## src/rtl/tbase_pkg.sv

```systemverilog
package tbase_pkg;
  typedef enum logic [1:0] {
    SRC_SYS      = 2'd0,
    SRC_SYS_DIV4 = 2'd1,
    SRC_SUB      = 2'd2,
    SRC_SUB_ALT  = 2'd3
  } src_sel_e;

  localparam int unsigned CNT_W = 16;
  localparam int unsigned SEL_W = 3;
  localparam int unsigned N_CH  = 2;
endpackage

```

## src/rtl/tbase_src_mux.sv

```systemverilog
module tbase_src_mux #(
  parameter int unsigned DIV_W = 2
) (
  input  logic       clk_i,
  input  logic       rst_ni,
  input  logic [1:0] src_sel_i,
  input  logic       sub_tick_i,
  output logic       src_en_o
);
  import tbase_pkg::*;

  logic [DIV_W-1:0] div_q;
  logic             div_tick;

  always_ff @(posedge clk_i or negedge rst_ni) begin
    if (!rst_ni) div_q <= '0;
    else         div_q <= div_q + 1'b1;
  end

  assign div_tick = &div_q;

  always_comb begin
    unique case (src_sel_e'(src_sel_i))
      SRC_SYS:      src_en_o = 1'b1;
      SRC_SYS_DIV4: src_en_o = div_tick;
      default:      src_en_o = sub_tick_i;
    endcase
  end
endmodule

```

## src/rtl/tbase_prescaler.sv

```systemverilog
module tbase_prescaler #(
  parameter int unsigned CNT_W = 16
) (
  input  logic             clk_i,
  input  logic             rst_ni,
  input  logic             src_en_i,
  output logic [CNT_W-1:0] ovf_o
);
  logic [CNT_W-1:0] cnt_q;

  always_ff @(posedge clk_i or negedge rst_ni) begin
    if (!rst_ni)       cnt_q <= '0;
    else if (src_en_i) cnt_q <= cnt_q + 1'b1;
  end

  // ovf_o[n]: carry out of the low n bits, one pulse per 2^n ticks
  for (genvar n = 0; n < CNT_W; n++) begin : g_ovf
    if (n == 0) begin : g_base
      assign ovf_o[n] = src_en_i;
    end else begin : g_carry
      assign ovf_o[n] = src_en_i & (&cnt_q[n-1:0]);
    end
  end
endmodule

```

## src/rtl/tbase_chan.sv

```systemverilog
module tbase_chan #(
  parameter int unsigned CNT_W = 16,
  parameter int unsigned SEL_W = 3,
  parameter int unsigned BASE  = 0
) (
  input  logic             clk_i,
  input  logic             rst_ni,
  input  logic [CNT_W-1:0] ovf_i,
  input  logic [SEL_W-1:0] sel_i,
  input  logic             on_i,
  input  logic             clr_i,
  output logic             flag_o
);
  localparam int unsigned IDX_W = $clog2(CNT_W);

  logic [IDX_W-1:0] tap_idx;
  logic             set;

  assign tap_idx = IDX_W'(BASE) + IDX_W'(sel_i);
  assign set     = on_i & ovf_i[tap_idx];

  always_ff @(posedge clk_i or negedge rst_ni) begin
    if (!rst_ni)    flag_o <= 1'b0;
    else if (set)   flag_o <= 1'b1;
    else if (clr_i) flag_o <= 1'b0;
  end
endmodule

```

## src/rtl/tbase_arb.sv

```systemverilog
module tbase_arb #(
  parameter int unsigned N_CH = 2,
  localparam int unsigned ID_W = (N_CH > 1) ? $clog2(N_CH) : 1
) (
  input  logic            clk_i,
  input  logic            rst_ni,
  input  logic [N_CH-1:0] flag_i,
  input  logic [N_CH-1:0] on_i,
  input  logic            stack_full_i,
  input  logic            gie_set_i,
  input  logic            ack_i,
  output logic            vec_req_o,
  output logic [ID_W-1:0] vec_id_o,
  output logic [N_CH-1:0] clr_o,
  output logic            gie_o
);
  logic [N_CH-1:0] pend;
  logic            svc;

  assign pend      = flag_i & on_i;
  assign vec_req_o = gie_o & ~stack_full_i & (|pend);
  assign svc       = vec_req_o & ack_i;

  // lowest index wins
  always_comb begin
    vec_id_o = '0;
    for (int i = N_CH - 1; i >= 0; i--) begin
      if (pend[i]) vec_id_o = ID_W'(i);
    end
  end

  always_comb begin
    clr_o = '0;
    if (svc) clr_o[vec_id_o] = 1'b1;
  end

  always_ff @(posedge clk_i or negedge rst_ni) begin
    if (!rst_ni)        gie_o <= 1'b0;
    else if (svc)       gie_o <= 1'b0;
    else if (gie_set_i) gie_o <= 1'b1;
  end
endmodule

```

## src/rtl/tbase_irq_gen.sv

```systemverilog
module tbase_irq_gen
  import tbase_pkg::*;
(
  input  logic       clk_i,
  input  logic       rst_ni,
  input  logic [1:0] src_sel_i,
  input  logic       sub_tick_i,
  input  logic [2:0] tb0_sel_i,
  input  logic [2:0] tb1_sel_i,
  input  logic       tb0_on_i,
  input  logic       tb1_on_i,
  input  logic       stack_full_i,
  input  logic       gie_set_i,
  input  logic       ack_i,
  output logic       vec_req_o,
  output logic       vec_id_o,
  output logic       gie_o,
  output logic [1:0] flag_o
);
  logic             src_en;
  logic [CNT_W-1:0] ovf;
  logic [N_CH-1:0]  on_vec;
  logic [N_CH-1:0]  clr;
  logic [SEL_W-1:0] sel_vec [N_CH];

  assign on_vec     = {tb1_on_i, tb0_on_i};
  assign sel_vec[0] = tb0_sel_i;
  assign sel_vec[1] = tb1_sel_i;

  tbase_src_mux #(.DIV_W(2)) u_src (
    .clk_i, .rst_ni, .src_sel_i, .sub_tick_i, .src_en_o(src_en)
  );

  tbase_prescaler #(.CNT_W(CNT_W)) u_psc (
    .clk_i, .rst_ni, .src_en_i(src_en), .ovf_o(ovf)
  );

  for (genvar c = 0; c < N_CH; c++) begin : g_ch
    tbase_chan #(
      .CNT_W(CNT_W), .SEL_W(SEL_W), .BASE(c * (2 ** SEL_W))
    ) u_ch (
      .clk_i, .rst_ni,
      .ovf_i (ovf),
      .sel_i (sel_vec[c]),
      .on_i  (on_vec[c]),
      .clr_i (clr[c]),
      .flag_o(flag_o[c])
    );
  end

  tbase_arb #(.N_CH(N_CH)) u_arb (
    .clk_i, .rst_ni,
    .flag_i      (flag_o),
    .on_i        (on_vec),
    .stack_full_i,
    .gie_set_i,
    .ack_i,
    .vec_req_o,
    .vec_id_o,
    .clr_o       (clr),
    .gie_o
  );
endmodule

```

## config.mk

```make
export PLATFORM = sky130hd
export DESIGN_NAME = tbase_irq_gen
export DESIGN_NICKNAME = d
export VERILOG_FILES = /design/src/rtl/tbase_pkg.sv /design/src/rtl/tbase_src_mux.sv /design/src/rtl/tbase_prescaler.sv /design/src/rtl/tbase_chan.sv /design/src/rtl/tbase_arb.sv /design/src/rtl/tbase_irq_gen.sv
export SDC_FILE = /design/constraint.sdc
export NUM_CORES = 1
export LEC_CHECK = 0
export BUFFER_PORTS_ARGS = -buffer_cell sky130_fd_sc_hd__buf_2
export CORE_UTILIZATION = 50
export DETAILED_ROUTE_END_ITERATION = 8
export PLACE_DENSITY_LB_ADDON = 0.05
export SYNTH_ARGS = -nofsm -noshare
export SYNTH_HDL_FRONTEND = slang
export SYNTH_SLANG_ARGS = --single-unit
```

## constraint.sdc

```tcl
create_clock -name clk_i -period 1.8 [get_ports clk_i]
set_input_delay 0.27 -clock clk_i [delete_from_list [all_inputs] [get_ports clk_i]]
set_output_delay 0.27 -clock clk_i [all_outputs]
set_load 0.02 [all_outputs]
```

# Yosys cells after proc, flatten, opt, wreduce, memory -nomap -nowiden
# Index checks and enable logic that the tools add are counted.
[classes] add_sub_neg=3 n_lt_le_gt_ge=4 eq_ne=1 mux=16 bitwise_logic=22 reduce_logical=21
[ops] cell="$and A1 B1 Y1" count=20
[ops] cell="$add A16 B1 Y16 const B" count=1
[ops] cell="$reduce_and A15 Y1" count=1
[ops] cell="$reduce_and A14 Y1" count=1
[ops] cell="$reduce_and A13 Y1" count=1
[ops] cell="$reduce_and A12 Y1" count=1
[ops] cell="$mux W1" count=11
[ops] cell="$reduce_and A11 Y1" count=1
[ops] cell="$reduce_and A10 Y1" count=1
[ops] cell="$reduce_and A9 Y1" count=1
[ops] cell="$reduce_and A8 Y1" count=1
[ops] cell="$reduce_and A7 Y1" count=1
[ops] cell="$reduce_and A6 Y1" count=1
[ops] cell="$reduce_bool A2 Y1" count=3
[ops] cell="$lt A3 B5 Y1 const B" count=1
[ops] cell="$lt A4 B5 Y1 const B" count=1
[ops] cell="$reduce_and A5 Y1" count=1
[ops] cell="$add A4 B3 Y4 const A" count=1
[ops] cell="$bmux W1 S4" count=1
[ops] cell="$reduce_and A2 Y1" count=2
[ops] cell="$reduce_and A4 Y1" count=1
[ops] cell="$bmux W1 S3" count=1
[ops] cell="$reduce_and A3 Y1" count=1
[ops] cell="$add A2 B1 Y2 const B" count=1
[ops] cell="other kinds (11)" count=11
[word_totals] register_bits=21 inputBits=16 output_inout_bits=5

# Logic depth before layout (Yosys ltp)
[depth] ltp_word=10 ltp_mapped=8

# By module
# A second synthesis with hierarchy kept.
[hier_totals] hier_cells=113 area_unflattened_um2=1239.9
[modules_own_cells] module="tbase_prescaler" instances=1 cells_each=76 area_per_inst_um2=834.6 seq_area_each_um2=375.4
[modules_own_cells] module="tbase_chan" instances=2 cells_each=10 area_per_inst_um2=110.1 seq_area_each_um2=25.0
[modules_own_cells] module="tbase_arb" instances=1 cells_each=10 area_per_inst_um2=102.6 seq_area_each_um2=25.0
[modules_own_cells] module="tbase_src_mux" instances=1 cells_each=7 area_per_inst_um2=82.6 seq_area_each_um2=50.0

# Worst setup path after synthesis
# No wires, ideal clock.
[synth_path] kind="reg-to-reg" from="register u_psc.cnt_q[0]" to="register g_ch[1].u_ch.flag_o" arrival_time_ps=1452 required_time_ps=1714 slack_ps=262 path_stages_with_launch=6 cell_sequence="dfrtp_1 > ha_1 > nand3_4 > nor4_4 > o2111ai_1 > a32oi_1"
[synth_via] elab_chain_len=6 word_cells_on_any_way=34
[synth_lines] element="start, declared" line_no="tbase_prescaler.sv:9" rtl="logic [CNT_W-1:0] cnt_q;"
[synth_lines] element="start signal, assigned" line_no="tbase_prescaler.sv:13" rtl="else if (src_en_i) cnt_q <= cnt_q + 1'b1;"
[synth_lines] element="$reduce_and A15 Y1 (tied with other cells)" line_no="tbase_prescaler.sv:21" rtl="assign ovf_o[n] = src_en_i & (&cnt_q[n-1:0]);"
[synth_lines] element="$and A1 B1 Y1" line_no="tbase_prescaler.sv:21"
[synth_lines] element="$bmux W1 S4 (*)" line_no="tbase_chan.sv:20" rtl="assign set = on_i & ovf_i[tap_idx];"
[synth_lines] element="$mux W1 (not written as such) (*)" line_no="tbase_chan.sv:20"
[synth_lines] element="$and A1 B1 Y1 (*)" line_no="tbase_chan.sv:20"
[synth_lines] element="$mux W1 or $reduce_bool A2 Y1 (tied branches)"
[synth_lines] element="end signal, assigned" line_no="tbase_chan.sv:23" rtl="if (!rst_ni) flag_o <= 1'b0;"
[synth_lines] element="end signal, assigned" line_no="tbase_chan.sv:24" rtl="else if (set) flag_o <= 1'b1;"
[synth_lines] element="end signal, assigned" line_no="tbase_chan.sv:25" rtl="else if (clr_i) flag_o <= 1'b0;"
[synth_lines] element="end, declared" line_no="tbase_chan.sv:12" rtl="output logic flag_o"
# Mark *: on every way between the ends. The rest lies on a longest branch, timed or not. The select of a mux whose other input is x is not followed.
# A chain may end at the register's enable or synchronous reset.

# Final worst setup path
[layout_path] from="register u_src.div_q[0]" to="register g_ch[0].u_ch.flag_o"
[layout_via] elab_chain_len=7 word_cells_on_any_way=14
[layout_lines] element="start, declared" line_no="tbase_src_mux.sv:12" rtl="logic [DIV_W-1:0] div_q;"
[layout_lines] element="start signal, assigned" line_no="tbase_src_mux.sv:17" rtl="else div_q <= div_q + 1'b1;"
[layout_lines] element="$reduce_and A2 Y1 (*)" line_no="tbase_src_mux.sv:20" rtl="assign div_tick = &div_q;"
[layout_lines] element="$pmux W1 S2 (*)" line_no="tbase_src_mux.sv:23" rtl="unique case (src_sel_e'(src_sel_i))"
[layout_lines] element="$and A1 B1 Y1" line_no="tbase_prescaler.sv:21"
[layout_lines] element="$bmux W1 S3 (*)" line_no="tbase_chan.sv:20"
[layout_lines] element="$mux W1 (not written as such) (*)" line_no="tbase_chan.sv:20"
[layout_lines] element="$and A1 B1 Y1 (*)" line_no="tbase_chan.sv:20"
[layout_lines] element="$mux W1 or $reduce_bool A2 Y1 (tied branches)"
[layout_lines] element="end signal, assigned" line_no="tbase_chan.sv:23"
[layout_lines] element="end signal, assigned" line_no="tbase_chan.sv:24"
[layout_lines] element="end signal, assigned" line_no="tbase_chan.sv:25"
[layout_lines] element="end, declared" line_no="tbase_chan.sv:12"
# Marked as above.

==> run_results.csv <==
group,metric,value,unit
logic_synthesis,synthArstFlopShare,100,%
timing,fmax,598,MHz
logic_synthesis,synth_cells,112,
logic_synthesis,ys_ff_latch,20,
timing,whs,0.147,ns
clocking,clk_latency,0.29,ns
timing,hold_violations,0,
critical_path,path_class,"flip-flop to flip-flop",
timing,drv_slew,0,
timing,worstMarginPinSlew,0.503,ns
critical_path,cp-start-kind,"flip-flop",
timing,setup_violations,0,
logic_synthesis,yosysUniqueCellTypes,33,
min_path,hold_path_class,"primary input to flip-flop",
outcome,status,"finished clean",
layout,final_common_cell,"nand2_1",
grt,grt_overflow,0,
logic_synthesis,yosysTopAreaCellShare,44.8,%
logic_synthesis,synth_ff_type,"dfrtp_1",
grt,antenna_found_initial,0,
clocking,clock_sinks,20,
detailed_routing,wl,2070,µm
logic_synthesis,yosysWarnings,0,
detailed_routing,ant_nets,0,
placement,globalplace.congestion,0.713,
detailed_routing,wire_per_inst,12.7,µm
timing,timing.final.crit_period,1.67,ns
power_and_ir_drop,ir_drop,0.520,mV
die,rows,16,
critical_path,crit_path_end_kind,"flip-flop",
logic_synthesis,synth-seq-area-share,44.8,%
die,start_util,55.3,%
timing,finalClockSkew,0.00362,ns
detailed_routing,drt_iter0_drc,6,
grt,grt_pass1_vias,848,
timing,period_share,93.0,%
logic_synthesis,syn_avg_cell_area,9.98,µm²
placement,numPortBuffers,20,
layout,layout_common_cells,"nand2_1, dfrtp_1, buf_2, xnor2_1",
clocking,tritoncts,"yes",
placement,hpwl,1470,µm
clocking,cts_max_path_buffers,2,
logic_synthesis,yosys.area.top_type,"dfrtp_1",
layout,drive_gt1_share,24.3,%
job,cap_violations,0,
timing,slew_headroom,66.4,%
grt,grt_pass1_wl,3660,µm
layout,layout-area-overhead-vs-synth,16.3,%
die,dieArea,2430,µm²
clocking,cts_buffers,3,
grt,grt_max_degree,21,
layout,post-route-util,64.3,%
power_and_ir_drop,p_per_area,970,nW/µm²
detailed_routing,via_per_inst,5.25,
die,die_w,49.3,µm
detailed_routing,drc_errors,0,
clocking,clk_pin_slew,0.10,ns
logic_synthesis,netlist_area,1120,µm²
critical_path,path_max_fanout,7,
power_and_ir_drop,p_leak,0.632,nW
critical_path,worstPathRequired,1.98,ns
detailed_routing,drtPass1Iterations,4,
die,die_h,49.3,µm
logic_synthesis,syn_nets,133,
logic_synthesis,synth-edff-count,0,
die,core-area,2020,µm²
die,pin_count,21,
logic_synthesis,ys_top_cells_by_area,"dfrtp_1, nand2_1, xnor2_1",
critical_path,critical_path_arrival,1.85,ns
layout,fin_nets,159,
grt,gr-usage-all-layers,19.9,%
clocking,clockRootBuffer,"clkbuf_4",
clocking,htreeDepth,1,
detailed_routing,dr_total_vias,856,
layout,antenna_cells,0,
==> worst max-delay path: stages (launching register included) <==
cell and delay [ns]:
dfrtp_1 0.39, ha_1 0.20, nor3b_2 0.42, nor2_1 0.22
a32oi_1 0.23, o21ai_0 0.10
==> metrics by stage <==
step                TNS, ns  instances  instance area (µm²)  setup WS, ns  power [mW]
CTS                       0        160                 1260        0.0376        1.24
global placement          0        156                 1230         0.115        1.02
global route        -0.0149        163                 1300       -0.0149        1.37
floorplan                 0        112                 1120         0.262       0.931
detailed placement        0        156                 1230         0.118        1.03
finish                    0        163                 1300         0.126        1.26
==> cell usage after synthesis (2+ instances only) <==
| library cell | number |
|---|---|
| nor2b_1 | 2 |
| buf_4 | 2 |
| mux2i_1 | 2 |
| xnor2_1 | 8 |
| nor2_1 | 6 |
| dfrtp_1 | 20 |
| o21ai_0 | 3 |
| xor2_1 | 3 |
| nor4_4 | 2 |
| inv_1 | 6 |
| nand3_1 | 3 |
| a32oi_1 | 2 |
| nand4_1 | 5 |
| ha_1 | 5 |
| nand2_1 | 21 |
| and3_1 | 3 |
| a21oi_1 | 3 |
==> registers in the layout, summed over array words and instances (netlist names) <==
signal / count
u_psc.cnt_q: 15
u_src.div_q: 2
g_ch.u_ch.flag_o: 2
u_arb.gie_o: 1
==> routing by layer <==
layer | up-vias | routed length, µm | track usage [%]
li1 | 440 | - | -
met1 | 395 | 959 | 26.3
met2 | 17 | 1010 | 32.0
met3 | 4 | 67 | 2.80
met4 | 0 | 23 | 8.82
met5 | - | 0 | 0
==> repair_timing <==
item,in CTS,in global routing
setup buffers,0,3
resized for setup,0,3
setup endpoints to repair,0,3
hold endpoints to repair,20,0
hold buffers,1,0
==> cells by family (layout without fill, tap and decap cells) <==
| logic type | count (synthesis) | in the layout | share of synthesized area (%) |
|---|---|---|---|
| buf+inv | 9 | 33 | 3.81 |
| compound gates | 14 | 14 | 8.51 |
| fa+ha+maj | 5 | 5 | 5.60 |
| flops | 20 | 20 | 44.8 |
| mux | 2 | 2 | 1.79 |
| xor+xnor | 11 | 11 | 8.62 |
| simple gates | 51 | 51 | 26.9 |
==> final cells by class <==
class,instances,area (µm²)
fillers,186,722
clock buffers,3,22.5
flip-flops and latches,20,500
inverters,6,22.5
well taps,27,33.8
multi-input cells,83,588
repair buffers,24,133
==> worst paths after layout <==
kind | startpoint | to | slack (ns) | cells past startpoint
max reg2reg | u_src.div_q[0]$_DFF_PN0_ | g_ch[0].u_ch.flag_o$_DFFE_PN0P_ | 0.13 | 5
max | u_src.div_q[0]$_DFF_PN0_ | g_ch[0].u_ch.flag_o$_DFFE_PN0P_ | 0.13 | 5
max in group asynchronous | rst_ni | g_ch[0].u_ch.flag_o$_DFFE_PN0P_ | 1.07 | 2
min in group asynchronous | rst_ni | g_ch[1].u_ch.flag_o$_DFFE_PN0P_ | 0.43 | 2
min | ack_i | u_arb.gie_o$_DFFE_PN0P_ | 0.15 | 2
min reg2reg | u_src.div_q[0]$_DFF_PN0_ | u_src.div_q[0]$_DFF_PN0_ | 0.42 | 1
==> where the power goes <==
part / internal [mW] / switching (mW) / total, mW
Clock: 0.0780 / 0.123 / 0.201
Sequential: 0.547 / 0.129 / 0.677
Combinational: 0.165 / 0.219 / 0.384
No activity file was read; power rests on OpenSTA's default activity.
